[config.mk]
export PLATFORM = sky130hd
export DESIGN_NAME = lhg_toggle_gen
export DESIGN_NICKNAME = d
export VERILOG_FILES = /design/src/rtl/lhg_pkg.sv /design/src/rtl/lhg_prescaler.sv /design/src/rtl/lhg_leap_acc.sv /design/src/rtl/lhg_halfper.sv /design/src/rtl/lhg_toggle_gen.sv
export SDC_FILE = /design/constraint.sdc
export NUM_CORES = 1
export LEC_CHECK = 0
export ABC_AREA = 1
export BUFFER_PORTS_ARGS = -buffer_cell sky130_fd_sc_hd__buf_2
export CAP_MARGIN = 20
export CORE_UTILIZATION = 55
export CTS_CLUSTER_DIAMETER = 150
export DETAILED_ROUTE_END_ITERATION = 8
export GPL_TIMING_DRIVEN = 0
export HOLD_SLACK_MARGIN = 0.12
export PLACE_DENSITY = 0.68
export SLEW_MARGIN = 10
export SYNTH_ARGS = -nofsm -noshare
export SYNTH_HDL_FRONTEND = slang
export SYNTH_HIERARCHICAL = 1
export SYNTH_SLANG_ARGS = --single-unit
[constraint.sdc]
create_clock -name clk_ref -period 3.3 [get_ports clk_ref]
set_input_delay 0.165 -clock clk_ref [delete_from_list [all_inputs] [get_ports clk_ref]]
set_output_delay 0.165 -clock clk_ref [all_outputs]
set_load 0.1 [all_outputs]
[src/rtl/lhg_pkg.sv]
package lhg_pkg;
    parameter int unsigned LHG_ACC_W   = 16;
    parameter int unsigned LHG_BASE    = 38;
    parameter int unsigned LHG_CNT_W   = $clog2(LHG_BASE + 2);

    typedef struct packed {
        logic sq;
        logic stb;
    } out_regs_t;
endpackage

[src/rtl/lhg_prescaler.sv]
module lhg_prescaler #(
    parameter int unsigned DIV = 4
) (
    input  logic clk,
    input  logic rst,
    input  logic en,
    output logic tick
);
    localparam int unsigned PW = (DIV > 1) ? $clog2(DIV) : 1;
    localparam logic [PW-1:0] LAST = PW'(DIV - 1);

    logic [PW-1:0] pre_d, pre_q;

    always_comb begin
        pre_d = pre_q;
        tick  = 1'b0;
        if (en) begin
            if (pre_q == LAST) begin
                pre_d = '0;
                tick  = 1'b1;
            end else begin
                pre_d = pre_q + 1'b1;
            end
        end
    end

    always_ff @(posedge clk) begin
        if (rst) pre_q <= '0;
        else     pre_q <= pre_d;
    end
endmodule

[src/rtl/lhg_leap_acc.sv]
module lhg_leap_acc #(
    parameter int unsigned           ACC_W = 16,
    parameter logic [ACC_W-1:0]      INC   = 16'h25A0
) (
    input  logic clk,
    input  logic rst,
    input  logic step,
    output logic leap
);
    logic [ACC_W-1:0] acc_d, acc_q;
    logic [ACC_W:0]   sum;

    always_comb begin
        sum   = {1'b0, acc_q} + {1'b0, INC};
        leap  = sum[ACC_W];
        acc_d = step ? sum[ACC_W-1:0] : acc_q;
    end

    always_ff @(posedge clk) begin
        if (rst) acc_q <= '0;
        else     acc_q <= acc_d;
    end
endmodule

[src/rtl/lhg_halfper.sv]
module lhg_halfper #(
    parameter int unsigned BASE  = 38,
    parameter int unsigned CNT_W = 6
) (
    input  logic             clk,
    input  logic             rst,
    input  logic             tick,
    input  logic             leap,
    output logic             toggle,
    output logic [CNT_W-1:0] remain_q
);
    localparam logic [CNT_W-1:0] LEN_SHORT = CNT_W'(BASE);
    localparam logic [CNT_W-1:0] LEN_LONG  = CNT_W'(BASE + 1);

    logic [CNT_W-1:0] remain_d;

    always_comb begin
        remain_d = remain_q;
        toggle   = tick && (remain_q == CNT_W'(1));
        if (toggle)    remain_d = leap ? LEN_LONG : LEN_SHORT;
        else if (tick) remain_d = remain_q - 1'b1;
    end

    always_ff @(posedge clk) begin
        if (rst) remain_q <= LEN_SHORT;
        else     remain_q <= remain_d;
    end
endmodule

[src/rtl/lhg_toggle_gen.sv]
module lhg_toggle_gen
    import lhg_pkg::*;
#(
    parameter int unsigned      PRESCALE   = 4,
    parameter int unsigned      BASE_TICKS = LHG_BASE,
    parameter int unsigned      ACC_W      = LHG_ACC_W,
    parameter logic [ACC_W-1:0] FRAC_INC   = 16'h25A0
) (
    input  logic clk_ref,
    input  logic rst,
    input  logic en,
    output logic sq_out,
    output logic long_stb
);
    localparam int unsigned CNT_W = $clog2(BASE_TICKS + 2);

    logic             tick;
    logic             leap;
    logic             toggle;
    logic [CNT_W-1:0] remain_q;
    out_regs_t        o_d, o_q;

    lhg_prescaler #(.DIV(PRESCALE)) u_pre (
        .clk(clk_ref), .rst(rst), .en(en), .tick(tick)
    );

    lhg_leap_acc #(.ACC_W(ACC_W), .INC(FRAC_INC)) u_acc (
        .clk(clk_ref), .rst(rst), .step(toggle), .leap(leap)
    );

    lhg_halfper #(.BASE(BASE_TICKS), .CNT_W(CNT_W)) u_hp (
        .clk(clk_ref), .rst(rst), .tick(tick), .leap(leap),
        .toggle(toggle), .remain_q(remain_q)
    );

    always_comb begin
        o_d     = o_q;
        o_d.sq  = toggle ? ~o_q.sq : o_q.sq;
        o_d.stb = toggle && leap;
    end

    always_ff @(posedge clk_ref) begin
        if (rst) o_q <= '0;
        else     o_q <= o_d;
    end

    assign sq_out   = o_q.sq;
    assign long_stb = o_q.stb;
endmodule

==> summary.md <==
| Metric | Value |
|---|---|
| Main combinational cell family by area after synthesis | simple AND/OR/NAND/NOR gates |
| Netlist cell types | 26 |
| Synth Area per Inst | roughly 6.8 um^2 |
| Critical Path Most Common Cell | nand2_1 |
| Routed vias | 973 |
| Seq/Total Area, Yosys | 37.71% |
| CP Class | flop to flop |
| CP endpoint kind | flop |
| Area grow syn2layout | 7.856% |
| Root Driver | clkbuf_4 |
| R2R cell count | 11 |
| Max-Cap Viols | 0 |
| CP required | between 3000 and 4000 ps |
| GR Overflow Total | 0 |
| Final HPWL DP | 1.441 mm |
| Pin count of the biggest net entering global routing | 12 |
| Setup TNS | 0 ps |
| Final Hold Viols | 0 |
| CTS Buf Count | 3 |
| IO buf count | 4 |
| Max Slew Vio Count | 0 |
| Critical Path, Cell by Cell | ha_1 > nand2_1 > inv_1 > inv_2 > nor2_2 > nand3_2 > clkinv_2 > buf_2 > nand2_1 > o21ai_0 > a21oi_1 |
| Worst-skew pair later-pin latency | 310 ps |
| Status | finished, final reports clean |
| Wirelength per Cell | 10.09 um |
| Initial Util | roughly 60% |
| HP Class | input pin to flop |
| Hold Crit Start | en |
| Simple-gate portion of the synthesized area | ~36% |
| Peak VDD IR | approximately 0.00025 V |
| Slowest CP cell | dfxtp_1 |
| Synth Instances | between 150 and 200 |
| Drt pass-1 iters | 4 |
| First-pass GRT wire length | 3.201 mm |
| Top post-synthesis cells by area | dfxtp_1 38%, nand2_1 11%, nor2_1 8.8% |
| Total core area | 1821 um^2 |
| Endpoint, Worst Hold | u_pre/pre_q[0] |
| Initial antenna violation count | 0 |
| Power Density | 337.4 nW/um^2 |
| Post-synth ARST share | 0% |
| Drt drc | 0 |
| Worst slew pin tran | around 480 ps |
| Die W | 47.02 um |
| Setup Viol. Count Final | 0 |
| Clk sinks | 21 |
| Area leader, netlist | dfxtp_1 |
| Syn Nets | 170 |
| Adder-Cell Fraction of Synth Area | 4.489% |
| RR Endpoint | u_acc/acc_q[9] |
| #FFs+latches synth | 21 |
| Crit path max-delay family | buffers and inverters |
| GRT Total Usage | about a fifth |
| Max clock buf depth | 2 |
| H-tree levels | 1 |
| Post-synth top flop | dfxtp_1 |
| RSZ-0062 raised after global routing | false |
| Finished Core Util | 66.05% |
| CTS tree | done |
| Routed Antenna Nets | 0 |
| GP Congestion | 0.7982 |
| CP Launch Type | flop |
| Total Nets Final | 180 |
| Layout cell share with drive strength beyond 1 | 15.70% |
| Post-Syn Area | 1115 um^2 |
| Top-count cell post-synth | nand2_1 |
| Initial detailed-routing violation count | 21 |
| Pleak | 0.5669 nW |
| RR Startpoint | u_pre/pre_q[0] |
| Slew margin rel. | 67.90% |
| Final wirelength | 1.988 mm |
| Flop2flop setup slack | 1540 ps |
| Clock slew at reported path FFs | 120 ps |
| ANT cells | 0 |
| Site row count | 15 |
| Synth cell count leaders | 34 x nand2_1, 26 x nor2_1, 23 x inv_1 |
| Die area | approximately 2200 um^2 |
| Crit path max fanout | 10 |
| Vias in the first global route | 770 |
| Io pins | 5 |
| Compound-Gate Fraction of Synth Area | about a tenth |
| Post CTS Setup Buffer Count | 0 |
| Min Tclk post-route | 1762 ps |
| Die Y | 47.02 um |
| Top-area cell type share of the netlist area | approximately 38% |
| Crit path DAT | 1970 ps |
| Drt via density | roughly 4.9 |
| Crit path buf inv count | 4 |
| Max Fclk | about 570 MHz |
| Tcrit/Tclk final | 53.41% |
| CP max stage delay | 370 ps |
| Synth warn | 6 |
| Final setup skew | 1.645 ps |
| Post-synth EDFFs | 0 |
| Post-Synth XOR/XNOR Area | about 1.6% |
| Multiplexer share of the synthesized area | 0% |
| Worst Hold Depth | 3 |
## layout by cell type, fill, tap and decap left out, types with 2 or more instances in the layout
cell / instances
nor2_2: 5
dfxtp_1: 21
a21oi_1: 9
inv_2: 3
nor2_1: 26
o21ai_0: 6
nand2_2: 2
nand3_2: 4
inv_1: 23
nand3_1: 9
nor3_1: 3
buf_2: 5
nand2_1: 34
ha_1: 4
a21oi_2: 2
clkbuf_4: 3
## cell type report
type	instances	area [um^2]
Timing Repair Buffer	5	30.03
Multi-Input combinational cell	114	586.8
Clock buffer	4	26.28
Buffer	1	5.005
Fill cell	180	618.1
Tap cell	25	31.28
Inverter	27	102.6
Sequential cell	21	420.4
## registers in the layout, summed over array words and instances (netlist names)
signal	flops
sq_out	1
u_hp/remain_q	6
u_acc/acc_q	11
u_pre/pre_q	2
long_stb	1
## power breakdown
group	total (mW)	internal [mW]	switching (mW)
Combinational	0.0201	0.00741	0.0127
Clock	0.127	0.0472	0.0803
Sequential	0.258	0.256	0.00185
Total	0.406	0.311	0.0948
## worst register-to-register path, delay by kind of cell (launching register included)
family,cells,cell delay (ps)
fa+ha+maj,1,170
buf+inv,4,580
simple gates,4,330
compound gates,2,210
flops,1,370
## per-stage QoR
stage / hold slack, ps / total power [mW] / setup slack, ps / std cells / instance area [um^2]
2_1_floorplan: 237.0 / 0.2772 / 1782 / 163 / 1115
3_3_place_gp: 426.8 / 0.2820 / 1602 / 192 / 1166
3_5_place_dp: 427.8 / 0.2832 / 1567 / 192 / 1166
4_1_cts: 139.3 / 0.4113 / 1553 / 197 / 1202
5_1_grt: 149.5 / 0.4219 / 1377 / 197 / 1202
6_report: 144.1 / 0.4057 / 1538 / 197 / 1202
## metal layers
layer / part of all wire, % / global-route usage [%] / up-vias / wire (um)
met5: 0 / 0 / - / 0
met4: 1.7 / 12.00 / 0 / 34
met3: 2.2 / 3.462 / 4 / 43
met2: 41 / 29.17 / 11 / 812
met1: 55 / 29.81 / 426 / 1097
li1: - / - / 532 / -
## worst max path at each step
stage,start,endpoint,slack (ps),cells past startpoint
global route,u_pre/pre_q[0],u_acc/acc_q[9],1380,11
floorplan,u_pre/pre_q[0],u_acc/acc_q[9],1780,11
detailed placement,u_pre/pre_q[0],u_acc/acc_q[9],1570,11
finish,u_pre/pre_q[0],u_acc/acc_q[9],1540,11
CTS,u_pre/pre_q[0],u_acc/acc_q[9],1550,11
global placement,u_pre/pre_q[0],u_acc/acc_q[9],1600,11
## kinds of logic (layout without fill, tap and decap cells)
group	count (synthesis)	after routing
and+or+nand+nor	88	88
buffers and inverters	28	37
DFF	21	21
AOI/OAI and AO/OA	20	20
adders and majority gates	4	4
xor gates and xnor gates	2	2
## repair_timing
action,CTS,global route
hold endpoints to repair,3,0
resized for setup,0,0
hold buffers,1,0
Power figures use the tool's default switching activity.
